<file path="config.mk">
export PLATFORM = sky130hd
export DESIGN_NAME = byp_operand_unit
export DESIGN_NICKNAME = d
export VERILOG_FILES = /design/src/rtl/byp_pkg.sv /design/src/rtl/byp_stage_taps.sv /design/src/rtl/byp_match.sv /design/src/rtl/byp_opmux.sv /design/src/rtl/byp_operand_unit.sv
export SDC_FILE = /design/constraint.sdc
export NUM_CORES = 1
export LEC_CHECK = 0
export ABC_AREA = 0
export BUFFER_PORTS_ARGS = -buffer_cell sky130_fd_sc_hd__buf_4
export CAP_MARGIN = 20
export CELL_PAD_IN_SITES_DETAIL_PLACEMENT = 0
export CELL_PAD_IN_SITES_GLOBAL_PLACEMENT = 1
export CORE_AREA = 2 2 125 127
export DETAILED_ROUTE_END_ITERATION = 7
export DIE_AREA = 0 0 127 129
export PLACE_DENSITY = 0.87
export SLEW_MARGIN = 20
export SYNTH_ARGS = -nofsm -noshare
export SYNTH_HDL_FRONTEND = slang
export SYNTH_SLANG_ARGS = --single-unit
</file>
<file path="constraint.sdc">
create_clock -name vclk -period 3.4
set_input_delay 0.17 -clock vclk [all_inputs]
set_output_delay 0.17 -clock vclk [all_outputs]
set_load 0.005 [all_outputs]
</file>
<file path="src/rtl/byp_pkg.sv">
package byp_pkg;
  localparam int REG_W_DEF  = 5;
  localparam int DATA_W_DEF = 32;
  localparam int NUM_OPND   = 2;
  localparam int NUM_STAGES = 3;

  // stage index order doubles as priority order (lower index = younger)
  localparam int ST_EX = 0;
  localparam int ST_MM = 1;
  localparam int ST_WB = 2;

  typedef enum logic [1:0] {
    SRC_RF = 2'd0,
    SRC_EX = 2'd1,
    SRC_MM = 2'd2,
    SRC_WB = 2'd3
  } byp_src_e;

  // youngest qualifying stage wins
  function automatic byp_src_e pick_src(input logic [NUM_STAGES-1:0] hit);
    if (hit[ST_EX])      return SRC_EX;
    else if (hit[ST_MM]) return SRC_MM;
    else if (hit[ST_WB]) return SRC_WB;
    else                 return SRC_RF;
  endfunction
endpackage

</file>
<file path="src/rtl/byp_stage_taps.sv">
module byp_stage_taps #(
  parameter int DATA_W = byp_pkg::DATA_W_DEF
) (
  input  logic [DATA_W-1:0] ex_alu,
  input  logic [DATA_W-1:0] ex_pc4,
  input  logic              ex_link,
  input  logic [DATA_W-1:0] wb_alu,
  input  logic [DATA_W-1:0] wb_mem,
  input  logic              wb_load,
  output logic [DATA_W-1:0] ex_tap,
  output logic [DATA_W-1:0] wb_tap
);
  // first half of the split writeback select: arithmetic vs return address
  function automatic logic [DATA_W-1:0] early_sel(
    input logic [DATA_W-1:0] arith, input logic [DATA_W-1:0] ret, input logic link);
    return link ? ret : arith;
  endfunction

  // second half: carried value vs load data
  function automatic logic [DATA_W-1:0] late_sel(
    input logic [DATA_W-1:0] carried, input logic [DATA_W-1:0] mdata, input logic load);
    return load ? mdata : carried;
  endfunction

  always_comb begin
    ex_tap = early_sel(ex_alu, ex_pc4, ex_link);
    wb_tap = late_sel(wb_alu, wb_mem, wb_load);
  end
endmodule

</file>
<file path="src/rtl/byp_match.sv">
module byp_match
  import byp_pkg::*;
#(
  parameter int REG_W = REG_W_DEF
) (
  input  logic [REG_W-1:0]            src,
  input  logic [NUM_STAGES-1:0][REG_W-1:0] dst,
  input  logic [NUM_STAGES-1:0]       wr,
  output logic [NUM_STAGES-1:0]       hit,
  output byp_src_e                    sel
);
  localparam logic [REG_W-1:0] ZERO_REG = '1;

  function automatic logic qualifies(
    input logic [REG_W-1:0] s, input logic [REG_W-1:0] d, input logic w);
    return w && (s == d) && (s != ZERO_REG);
  endfunction

  for (genvar g = 0; g < NUM_STAGES; g++) begin : g_cmp
    assign hit[g] = qualifies(src, dst[g], wr[g]);
  end

  assign sel = pick_src(hit);
endmodule

</file>
<file path="src/rtl/byp_opmux.sv">
module byp_opmux
  import byp_pkg::*;
#(
  parameter int REG_W  = REG_W_DEF,
  parameter int DATA_W = DATA_W_DEF
) (
  input  logic [REG_W-1:0]  src,
  input  byp_src_e          sel,
  input  logic [DATA_W-1:0] rf_val,
  input  logic [DATA_W-1:0] ex_val,
  input  logic [DATA_W-1:0] mm_val,
  input  logic [DATA_W-1:0] wb_val,
  output logic [DATA_W-1:0] opnd
);
  localparam logic [REG_W-1:0] ZERO_REG = '1;

  always_comb begin
    if (src == ZERO_REG) begin
      opnd = '0;
    end else begin
      unique case (sel)
        SRC_EX:  opnd = ex_val;
        SRC_MM:  opnd = mm_val;
        SRC_WB:  opnd = wb_val;
        default: opnd = rf_val;
      endcase
    end
  end
endmodule

</file>
<file path="src/rtl/byp_operand_unit.sv">
module byp_operand_unit
  import byp_pkg::*;
#(
  parameter int REG_W  = REG_W_DEF,
  parameter int DATA_W = DATA_W_DEF
) (
  input  logic [REG_W-1:0]  src_a,
  input  logic [REG_W-1:0]  src_b,
  input  logic [DATA_W-1:0] rf_a,
  input  logic [DATA_W-1:0] rf_b,
  input  logic [REG_W-1:0]  ex_dst,
  input  logic              ex_wr,
  input  logic [DATA_W-1:0] ex_alu,
  input  logic [DATA_W-1:0] ex_pc4,
  input  logic              ex_link,
  input  logic [REG_W-1:0]  mm_dst,
  input  logic              mm_wr,
  input  logic [DATA_W-1:0] mm_val,
  input  logic [REG_W-1:0]  wb_dst,
  input  logic              wb_wr,
  input  logic [DATA_W-1:0] wb_alu,
  input  logic [DATA_W-1:0] wb_mem,
  input  logic              wb_load,
  output logic [DATA_W-1:0] opnd_a,
  output logic [DATA_W-1:0] opnd_b
);
  localparam logic [REG_W-1:0] ZERO_REG = '1;

  logic [DATA_W-1:0] ex_tap, wb_tap;
  logic [NUM_STAGES-1:0][REG_W-1:0] dst_vec;
  logic [NUM_STAGES-1:0]            wr_vec;
  logic [NUM_OPND-1:0][REG_W-1:0]   src_vec;
  logic [NUM_OPND-1:0][DATA_W-1:0]  rf_vec;
  logic [NUM_OPND-1:0][DATA_W-1:0]  out_vec;
  logic [NUM_OPND-1:0][NUM_STAGES-1:0] hit_w;
  byp_src_e                            sel_w [NUM_OPND];

  assign dst_vec[ST_EX] = ex_dst;
  assign dst_vec[ST_MM] = mm_dst;
  assign dst_vec[ST_WB] = wb_dst;
  assign wr_vec[ST_EX]  = ex_wr;
  assign wr_vec[ST_MM]  = mm_wr;
  assign wr_vec[ST_WB]  = wb_wr;
  assign src_vec[0] = src_a;
  assign src_vec[1] = src_b;
  assign rf_vec[0]  = rf_a;
  assign rf_vec[1]  = rf_b;
  assign opnd_a = out_vec[0];
  assign opnd_b = out_vec[1];

  byp_stage_taps #(.DATA_W(DATA_W)) taps_i (
    .ex_alu(ex_alu), .ex_pc4(ex_pc4), .ex_link(ex_link),
    .wb_alu(wb_alu), .wb_mem(wb_mem), .wb_load(wb_load),
    .ex_tap(ex_tap), .wb_tap(wb_tap)
  );

  for (genvar i = 0; i < NUM_OPND; i++) begin : g_opnd
    byp_match #(.REG_W(REG_W)) match_i (
      .src(src_vec[i]), .dst(dst_vec), .wr(wr_vec),
      .hit(hit_w[i]), .sel(sel_w[i])
    );

    byp_opmux #(.REG_W(REG_W), .DATA_W(DATA_W)) mux_i (
      .src(src_vec[i]), .sel(sel_w[i]), .rf_val(rf_vec[i]),
      .ex_val(ex_tap), .mm_val(mm_val), .wb_val(wb_tap),
      .opnd(out_vec[i])
    );

    // checks on each operand path, relating match results to the mux output
    always_comb begin
      a_r1_rf_default: assert (!(sel_w[i] == SRC_RF && src_vec[i] != ZERO_REG)
                               || out_vec[i] == rf_vec[i])
        else $error("R1: operand %0d not register file data", i);
      a_r2_link_ret: assert (!(sel_w[i] == SRC_EX && ex_link && src_vec[i] != ZERO_REG)
                             || out_vec[i] == ex_pc4)
        else $error("R2: operand %0d missed return address", i);
      a_r4_load_data: assert (!(sel_w[i] == SRC_WB && wb_load && src_vec[i] != ZERO_REG)
                              || out_vec[i] == wb_mem)
        else $error("R4: operand %0d missed load data", i);
      a_r5_youngest: assert (!hit_w[i][ST_EX] || sel_w[i] == SRC_EX)
        else $error("R5: operand %0d execute stage lost priority", i);
      a_r5_mem_over_wb: assert (hit_w[i][ST_EX] || !hit_w[i][ST_MM] || sel_w[i] == SRC_MM)
        else $error("R5: operand %0d memory stage lost priority", i);
      a_r6_zero_reg: assert (src_vec[i] != ZERO_REG || (out_vec[i] == '0 && hit_w[i] == '0))
        else $error("R6: operand %0d register 31 not zero", i);
      a_r7_wr_gate: assert ((hit_w[i] & ~wr_vec) == '0)
        else $error("R7: operand %0d hit on non-writing stage", i);
    end
  end
endmodule

</file>
Yosys cells after proc, flatten, opt, wreduce, memory -nomap -nowiden --
Index checks and enable logic that the tools add are counted.
Cells by class: eq/ne operators 16, muxes and demuxes 12, reductions and logical operators 12
Operator list (number):
- $pmux 32 s3 | 2
- $mux 32 | 4
- $eq 5x5->1 | 6
- $logic_and 1x1->1 | 12
- $mux 2 | 6
- $eq 5x5->1 const B | 2
- $ne 5x5->1 const B | 2
- $eq 2x2->1 const B | 4
- $eq 2x1->1 const B | 2
Storage, ports and cells: bits in registers 0, input port bits 254, output and inout port bits 64, logic and storage cells 40

Depth between registers and ports, before layout --
Gate-level depths: netlist (run 1).
depth in word-level cells 9, gate-level depth with buffers 8, mapped depth without buffers 5

Cells and area by module --
Synthesis (run 1) repeated with hierarchy kept, for this count alone.
Unflattened totals: cell total of the unflattened synthesis 286, area, all modules 3723.6 um^2
By module, submodules not included:
- byp_opmux | times used 2, cells an instance 78, area an instance 1086.0 um^2, seq. area each 0.0 um^2
- byp_stage_taps | times used 1, cells an instance 72, area an instance 1088.5 um^2, seq. area each 0.0 um^2
- byp_match | times used 2, cells an instance 29, area an instance 231.5 um^2, seq. area each 0.0 um^2

Least setup slack after synthesis (run 1) --
Ideal clock, no wire load.
kind input port to output port, start in src_b[3], end out opnd_b[10], arrival 1.441 ns, required time 3.230 ns, setup slack 1.789 ns, cell stages on the path 7, path buffers 2, cells stage by stage xor2_1 -> nor4_1 -> and4_1 -> buf_4 -> clkbuf_4 -> mux2i_1 -> o221ai_2
Between the ends: longest elaborated chain between the ends 9, elaborated cells between the ends (all ways) 19, those cells by class eq/ne: 8; mux: 5; reduce/logical: 6
RTL lines:
- start: declaration | RTL line byp_operand_unit.sv:8 | input logic [REG_W-1:0] src_b,
- $eq 5x5->1 | RTL line byp_match.sv:16 | return w && (s == d) && (s != ZERO_REG);
- $logic_and 1x1->1 (2 in series) | RTL line byp_match.sv:16
- $mux 2 | RTL line byp_pkg.sv:23 | else if (hit[ST_WB]) return SRC_WB;
- $mux 2 | RTL line byp_pkg.sv:22 | else if (hit[ST_MM]) return SRC_MM;
- $mux 2 | RTL line byp_pkg.sv:21 | if (hit[ST_EX]) return SRC_EX;
- $eq 2x2->1 or $eq 2x1->1 (tied branches) | RTL line byp_opmux.sv:21 | unique case (sel)
- $pmux 32 s3 | RTL line byp_opmux.sv:21
- $mux 32 (*) | RTL line byp_opmux.sv:18 | if (src == ZERO_REG) begin
- end: declaration | RTL line byp_operand_unit.sv:25 | output logic [DATA_W-1:0] opnd_b
Mark *: on every way between the ends. The rest lies on a longest branch, timed or not.

Worst setup path after layout (run 1) --
start in src_a[0], end out opnd_a[19]
Between the ends: longest elaborated chain between the ends 9, elaborated cells between the ends (all ways) 19, those cells by class eq/ne: 8; mux: 5; reduce/logical: 6
RTL lines:
- start: declaration | RTL line byp_operand_unit.sv:7 | input logic [REG_W-1:0] src_a,
- $eq 5x5->1 | RTL line byp_match.sv:16
- $logic_and 1x1->1 (2 in series) | RTL line byp_match.sv:16
- $mux 2 | RTL line byp_pkg.sv:23
- $mux 2 | RTL line byp_pkg.sv:22
- $mux 2 | RTL line byp_pkg.sv:21
- $eq 2x2->1 or $eq 2x1->1 (tied branches) | RTL line byp_opmux.sv:21
- $pmux 32 s3 | RTL line byp_opmux.sv:21
- $mux 32 (*) | RTL line byp_opmux.sv:18
- end: declaration | RTL line byp_operand_unit.sv:24 | output logic [DATA_W-1:0] opnd_a,
Marks and branches as above.

==> results.ini, run 1 <==
[detailed_routing]
drt_iter0_markers = 139
drtAntennaViolNets = 0
vias_per_cell = 5.01
wl_per_cell_um = 19.0
vias = 4490
drc = 0
drt-pass1-iter-count = 5
wl_um = 17000

[yosys]
yosysSeqAreaShare_pct = 0
synth_largest_area_cell = mux2i_1
synth_common_cells = mux2i_1, nand2_1, mux2_2
syn_area_um2 = 3450
syn_avg_cell_area_um2 = 8.24
synth_cells = 418
syn_nets = 672
synth_top_cell_area_share_pct = 27.3
ys_warn_count = 0
synth_area_leaders = mux2i_1, o221ai_2, mux2_2, o221ai_1, nand2_1
ys_types = 32
yosysMostFrequentCell = mux2i_1

[hold_path]
min_path_type = input port to output pin

[global_routing]
grt_start_max_net_pins = 34
grt_pass1_wl_um = 25300
antenna_found_initial = 0
grt_pass1_vias = 4636
grt_overflow = 0
track_usage_pct = 19.2

[layout]
synthToLayoutAreaGrowth_pct = 72.0
drive_gt1_share_pct = 61.8
seq_cell_count = 0
fin_cells = 897
nClkBuffers = 0
layout.nets = 965
seq_area_um2 = 0
diodes = 0

[timing]
min_period_ns = 2.57
finalMaxSlewViolations = 0
rsz0062_at_grt = no
hold_violations = 0
fmax_mhz = 389
setup_tns_ns = 0
finalSetupViolCount = 0
min_period_over_period_pct = 75.5
tightestPinTransition_ns = 0.993
slew_headroom_pct = 33.6

[setup_path]
crit_required_ns = 3.23
crit_type = input port to output pin
cp_slowest_cell = o21bai_4
crit_family = compound AO/OA/AOI/OAI gates
crit_top_cell = buf_4
worstPathCellList = buf_4 > xnor2_1 > nand4_1 > o21bai_4 > or2_1 > buf_4 > o221ai_1 > buf_4
critPathLaunchType = input port
end_kind = output pin
critPathMaxStageDelay_ns = 0.82
path_buf_inv = 3
crit_arrival_ns = 2.40
cp_max_fo = 33

[floorplan]
ios = 318
start_util_pct = 23.0
dieArea_um2 = 16400
die_w_um = 127
core_area_um2 = 15000
die_height_um = 129
core.rowCount = 45

[clocking]
cts-resized-gates = 0
cts_hold_buf = 0
cts_setup_buffers = 0

[power]
power_uw = 692
ir_drop_v = 0.0000850
p_per_area_nw_per_um2 = 117
p_leak_uw = 0.00242

[status]
run_status = finished clean

[placement]
dp_cells = 897
io_buffers = 318
gp_congestion = 0.849
dpl.hpwl_um = 13800

[job]
cap_violations = 0

## final timing paths
check	start	endpoint	depth (start not counted)
worst max-delay path	src_a[0]	opnd_a[19]	8
worst min-delay path	mm_val[4]	opnd_b[4]	4
## metrics by stage
step	utilization [%]	setup WS [ns]	hold slack, ns	instance area (um^2)
after floorplan	-	1.79	0.482	3450
after global placement	39.6	0.885	0.723	5930
after detailed placement	39.6	0.807	0.730	5930
after CTS	39.6	0.792	0.730	5930
after global routing	39.6	0.654	0.740	5930
final	39.6	0.833	0.727	5930
## cells by family after synthesis
family                    after synthesis  share of synthesized area, %
xor gates and xnor gates               30                          7.63
AOI/OAI and AO/OA                      66                          22.1
muxes                                 128                          38.4
buffers and inverters                  44                          8.90
and+or+nand+nor                       150                          22.9
## metal layers
layer | GRT usage (%) | part of all wire, % | up-vias
met3 | 2.16 | 5.9 | 22
met2 | 37.3 | 53 | 203
met1 | 22.8 | 40 | 2113
met4 | 3.30 | 1.7 | 0
met5 | 0 | 0 | -
li1 | - | - | 2152
## cells in the final DEF, fill, tap and decap left out
cell | synthesis | routed
buf_4 | 1 | 332
mux2i_1 | 94 | 94
nand2_1 | 67 | 67
mux2_2 | 34 | 34
o221ai_1 | 32 | 32
or2_2 | 30 | 31
o221ai_2 | 30 | 30
nand2b_1 | 30 | 30
xnor2_1 | 16 | 16
xor2_1 | 14 | 14
nand4_1 | 5 | 5
nand3_1 | 3 | 3
nor4_1 | 2 | 2
and4_2 | 0 | 2
inv_1 | 2 | 2
or3b_2 | 2 | 2
o211ai_1 | 2 | 2
nor4_2 | 2 | 1
and2_1 | 1 | 1
and3_1 | 1 | 1
a21bo_2 | 1 | 1
nor2_1 | 1 | 1
o21bai_4 | 0 | 1
nor4_4 | 0 | 1
nor3_4 | 0 | 1
or2_1 | 2 | 1
nor3_2 | 1 | 1
buf_12 | 3 | 1
## final cells by class
| cell class | count | area (um^2) |
|---|---|---|
| Multi-Input combinational cell | 374 | 3170 |
| Fill cell | 1582 | 9050 |
| Timing Repair Buffer | 333 | 2510 |
| Tap cell | 188 | 235 |
| Inverter | 2 | 7.51 |
## power breakdown
group	switching, uW	internal (uW)	total, uW
logic	272	420	692
clock network	0	0	0
registers	0	0	0
(Power assumes the default switching activity.)
==> run 2: changes to the inputs <==
--- a/config.mk
+++ b/config.mk
@@ -5,15 +5,14 @@
 export SDC_FILE = /design/constraint.sdc
 export NUM_CORES = 1
 export LEC_CHECK = 0
-export ABC_AREA = 0
+export ABC_AREA = 1
 export BUFFER_PORTS_ARGS = -buffer_cell sky130_fd_sc_hd__buf_4
 export CAP_MARGIN = 20
 export CELL_PAD_IN_SITES_DETAIL_PLACEMENT = 0
 export CELL_PAD_IN_SITES_GLOBAL_PLACEMENT = 1
-export CORE_AREA = 2 2 125 127
+export CORE_UTILIZATION = 23
 export DETAILED_ROUTE_END_ITERATION = 7
-export DIE_AREA = 0 0 127 129
-export PLACE_DENSITY = 0.87
+export PLACE_DENSITY = 0.93
 export SLEW_MARGIN = 20
 export SYNTH_ARGS = -nofsm -noshare
 export SYNTH_HDL_FRONTEND = slang
==> constraint.sdc (replaced) <==
create_clock -name vclk -period 2.5
set_input_delay 0.125 -clock vclk [all_inputs]
set_output_delay 0.125 -clock vclk [all_outputs]
set_load 0.005 [all_outputs]
==> results.ini, run 2 <==
[clocking]
cts_setup_buffers = 0  ; unchanged
cts-resized-gates = 0  ; unchanged
cts_hold_buf = 0  ; unchanged

[setup_path]
crit_family = simple AND/OR/NAND/NOR gates
crit_arrival_ns = 1.94  ; -0.46 ns
critPathLaunchType = input port
critPathMaxStageDelay_ns = 0.58  ; -0.24 ns
path_buf_inv = 4  ; +1
crit_type = input port to output pin
end_kind = output pin
crit_required_ns = 2.38  ; -0.85 ns
cp_slowest_cell = inv_2
cp_max_fo = 32  ; -3.0%
crit_top_cell = nand2_1
worstPathCellList = buf_4 > inv_2 > nand2_1 > nand2_1 > nor2_1 > nand3_4 > inv_2 > nand2_1 > nand2_1 > nor2_1 > nor2_1 > buf_4

[timing]
setup_tns_ns = 0  ; unchanged
rsz0062_at_grt = no
slew_headroom_pct = 56.8  ; +23 points
tightestPinTransition_ns = 0.647  ; -0.347 ns
finalSetupViolCount = 0  ; unchanged
fmax_mhz = 484
min_period_ns = 2.06
min_period_over_period_pct = 82.6
hold_violations = 0  ; unchanged
finalMaxSlewViolations = 0  ; unchanged

[yosys]
synth_area_leaders = nand3_1, nor2_1, nand2_1, mux2_2, mux2i_1
yosysMostFrequentCell = nor2_1
synth_top_cell_area_share_pct = 23.1  ; -4.2 points
yosysSeqAreaShare_pct = 0  ; unchanged
syn_area_um2 = 3670  ; +6.4%
ys_warn_count = 0  ; unchanged
synth_common_cells = nor2_1, nand3_1, nand2_1
synth_cells = 729  ; +74%
ys_types = 21  ; -34%
synth_largest_area_cell = nand3_1
syn_nets = 983  ; +46%
syn_avg_cell_area_um2 = 5.03  ; -39%

[floorplan]
die_w_um = 128  ; +1.0%
core.rowCount = 45  ; unchanged
core_area_um2 = 15400  ; +2.6%
ios = 318  ; unchanged
start_util_pct = 23.9  ; +0.85 points
die_height_um = 128  ; -0.57%
dieArea_um2 = 16500  ; +0.43%

[power]
power_frac_comb_pct = 100.0  ; about the same
swShare_pct = 46.3  ; +6.9 points
p_switching_uw = 490  ; +80%
ir_drop_v = 0.0000683  ; -20%
p_int_uw = 569  ; +35%
power_uw = 1060  ; +53%
p_clk_share_pct = 0  ; unchanged
p_per_area_nw_per_um2 = 170  ; +46%
p_leak_uw = 0.00315  ; +30%
pwr-share-seq_pct = 0  ; unchanged

[global_routing]
grt_start_max_net_pins = 35  ; +2.9%
grt_use_met1_pct = 27.9  ; +5.1 points
grt_pass1_vias = 5608  ; +21%
met3_usage_pct = 2.25  ; +0.092 points
grt_overflow = 0  ; unchanged
top_usage_layer = met2
track_usage_pct = 22.0  ; +2.8 points
antenna_found_initial = 0  ; unchanged
grt_pass1_wl_um = 28900  ; +14%
grt_use_met2_pct = 40.1  ; +2.8 points

[detailed_routing]
drtAntennaViolNets = 0  ; unchanged
vias_per_cell = 4.86  ; -2.9%
drt_iter0_markers = 354  ; +150%
vias = 5953  ; +33%
wl_um = 19500  ; +15%
wl_per_cell_um = 15.9  ; -16%
drt-pass1-iter-count = 8  ; +3
drc = 0  ; unchanged

[hold_path]
min_path_type = input port to output pin

[layout]
seq_cell_count = 0  ; unchanged
layout.nets = 1270  ; +32%
drive_gt1_share_pct = 40.0  ; -22 points
synthToLayoutAreaGrowth_pct = 69.7
final_common_cell = buf_4
layout_common_cells = buf_4, nor2_1, nand3_1
nClkBuffers = 0  ; unchanged
diodes = 0  ; unchanged
seq_area_um2 = 0  ; unchanged
fin_cells = 1225  ; +37%

[job]
cap_violations = 0  ; unchanged

[placement]
dpl.hpwl_um = 15300  ; +11%
dp_cells = 1225  ; +37%
gp_congestion = 0.864  ; +1.8%
io_buffers = 318  ; unchanged

[status]
run_status = finished clean

## run 2: layer usage
| metal | up-vias | share of wire [%] | routed length, um |
|---|---|---|---|
| met2 | 263 | 49 | 9510 |
| met5 | - | 0 | 0 |
| li1 | 2990 | - | - |
| met3 | 20 | 6.8 | 1340 |
| met4 | 0 | 1.7 | 333 |
| met1 | 2680 | 43 | 8320 |
## run 2: logic make-up after synthesis
family / Yosys count / synth area share (%)
and+or+nand+nor: 504 / 60.4
buffers and inverters: 86 / 10.4
AOI/OAI and AO/OA: 73 / 10.2
muxes: 64 / 18.6
xor gates and xnor gates: 2 / 0.478
## run 2: worst paths after layout
kind | from | end | cells after the start
setup / recovery | src_b[3] | opnd_b[12] | 12
hold / removal | rf_a[8] | opnd_a[8] | 4
## run 2: worst min-delay path: stages
cell     delay [ns]
buf_4          0.08
o21ai_1        0.05
nor2_1         0.10
buf_4          0.11
## run 2: layout make-up
| cell class | instances | area [um^2] |
|---|---|---|
| Fill cell | 1757 | 9150 |
| Inverter | 32 | 120 |
| Multi-Input combinational cell | 643 | 3290 |
| Tap cell | 211 | 264 |
| Timing Repair Buffer | 339 | 2540 |
## run 2: metrics by stage
step                hold WS, ns  util [%]  worst slack [ns]  cell area, um^2
floorplan                 0.410         -              1.08             3670
global placement          0.586      40.5             0.441             6220
detailed placement        0.588      40.5             0.433             6220
CTS                       0.590      40.5             0.432             6220
global route              0.607      40.5             0.262             6220
finish                    0.588      40.5             0.435             6220
## run 2: power by group through the flow
stage               Combinational [uW]  Sequential [uW]  Clock, uW
floorplan                          440                0          0
global placement                  1060                0          0
detailed placement                1060                0          0
CTS                               1060                0          0
global route                      1150                0          0
finish                            1060                0          0
==> run 3: changes to the inputs <==
==> constraint.sdc (replaced) <==
create_clock -name vclk -period 2
set_input_delay 0.1 -clock vclk [all_inputs]
set_output_delay 0.1 -clock vclk [all_outputs]
set_load 0.005 [all_outputs]
==> results.ini, run 3 (synthesis gave the netlist of run 2 again) <==
[detailed_routing]
wl_um = 19100  ; -1.9%
drc = 0  ; unchanged
wl_per_cell_um = 15.6  ; -2.2%
wl_met1_um = 8260  ; -0.71%
routed.top_layer = met4
vias = 5926  ; -0.45%
drt_iter0_markers = 269  ; -24%
vias_per_cell = 4.82  ; -0.78%
drtAntennaViolNets = 0  ; unchanged
drt-pass1-iter-count = 6  ; -2
wl_met2_um = 9490  ; -0.26%
routed-wl-met3_um = 1290  ; -3.4%

[placement]
io_buffers = 318  ; unchanged
dpl.hpwl_um = 15200  ; -0.42%
gp_congestion = 0.911  ; +5.4%

[power]
p_int_uw = 738  ; +30%
swShare_pct = 45.5  ; -0.76 points
p_switching_uw = 617  ; +26%
p_leak_uw = 0.00321  ; +2.1%
power_frac_comb_pct = 100.0  ; about the same
power_uw = 1350  ; +28%
ir_drop_v = 0.0000784  ; +15%
pwr-share-seq_pct = 0  ; unchanged
p_clk_share_pct = 0  ; unchanged
p_per_area_nw_per_um2 = 212  ; +24%

[setup_path]
critPathLaunchType = input port
cp_max_fo = 11  ; -66%
crit_arrival_ns = 1.65  ; -0.29 ns
crit_type = input port to output pin
crit_required_ns = 1.90  ; -0.48 ns
end_kind = output pin
crit_start = src_b[3]

[layout]
final_common_cell = buf_4
multi_input_area_um2 = 3290  ; unchanged
layout.nets = 1274  ; +0.31%
layout_common_cells = buf_4, nor2_1, nand3_1
seq_cell_count = 0  ; unchanged
drive_gt1_share_pct = 40.3  ; +0.24 points
fill_cells = 1722  ; -2.0%
diodes = 0  ; unchanged
seq_area_um2 = 0  ; unchanged
synthToLayoutAreaGrowth_pct = 74.6
nClkBuffers = 0  ; unchanged

[hold_path]
min_to = opnd_a[5]
hold_start = rf_a[5]
min_path_type = input port to output pin
hold_path_depth = 4  ; unchanged

[timing]
min_period_ns = 1.75
tightestPinTransition_ns = 0.458  ; -0.189 ns
setup_tns_ns = 0  ; unchanged
rsz0062_at_grt = no
finalSetupViolCount = 0  ; unchanged
slew_headroom_pct = 69.5  ; +13 points
min_period_over_period_pct = 87.3
fmax_mhz = 573
finalMaxSlewViolations = 0  ; unchanged
hold_violations = 0  ; unchanged

[global_routing]
grt_pass1_wl_um = 29000  ; +0.29%
antenna_found_initial = 0  ; unchanged
track_usage_pct = 21.8  ; -0.19 points
grt_overflow = 0  ; unchanged
grt_start_max_net_pins = 34  ; -2.9%
grt_pass1_vias = 5669  ; +1.1%

[floorplan]
start_util_pct = 23.9  ; unchanged
dieArea_um2 = 16500  ; unchanged
ios = 318  ; unchanged
die_height_um = 128  ; unchanged
die_w_um = 128  ; unchanged
core_area_um2 = 15400  ; unchanged
core.rowCount = 45  ; unchanged

[clocking]
cts_hold_buf = 0  ; unchanged
cts-resized-gates = 0  ; unchanged
cts_setup_buffers = 0  ; unchanged

[job]
cap_violations = 0  ; unchanged

[status]
run_status = finished clean

==> run 3: changes by cell type in the layout (fill, tap and decap cells not counted) <==
cell    change
buf_12     +12
buf_4       -8
==> run 3: area by class of cell <==
class,instances,area share (%)
inverters,32,1.88
multi-input cells,643,51.4
well taps,211,4.12
repair buffers,343,42.6
==> run 3: worst max path at each step <==
stage                  to  slack [ns]  cells past startpoint
5_1_grt         opnd_b[7]        0.11                     12
6_report        opnd_b[7]        0.25                     12
3_5_place_dp   opnd_a[11]        0.28                     11
3_3_place_gp   opnd_a[11]        0.28                     11
2_1_floorplan   opnd_a[2]        0.63                      7
4_1_cts        opnd_a[11]        0.28                     11
==> run 3: through the flow <==
step                cell area [um^2]  setup WS, ns  instances  util (%)  hold slack (ns)
global route                    6400         0.107       1229      41.7            0.558
finish                          6400         0.253       1229      41.7            0.539
floorplan                       3670         0.627        729         -            0.360
detailed placement              6400         0.281       1229      41.7            0.539
global placement                6400         0.280       1229      41.7            0.535
CTS                             6400         0.281       1229      41.7            0.541
==> run 3: routing by layer <==
metal,GRT usage (%),vias to the layer above
met5,0,-
li1,-,2997
met3,1.92,8
met1,28.2,2673
met4,1.45,0
met2,40.4,248
==> run 3: power groups by stage <==
| stage | sequential (uW) | combinational [uW] | clock (uW) |
|---|---|---|---|
| 2_1_floorplan | 0 | 550 | 0 |
| 3_3_place_gp | 0 | 1340 | 0 |
| 3_5_place_dp | 0 | 1350 | 0 |
| 4_1_cts | 0 | 1360 | 0 |
| 5_1_grt | 0 | 1480 | 0 |
| 6_report | 0 | 1350 | 0 |
==> run 3: critical path, cell delays in order <==
cell and delay (ns):
buf_4 0.13, inv_2 0.07, o21ai_0 0.09, nor2_1 0.20
nand2_1 0.12, nor2_4 0.16, nand3_2 0.14, buf_4 0.22
nor2_1 0.10, nor2_1 0.05, nor2_1 0.12, buf_4 0.13
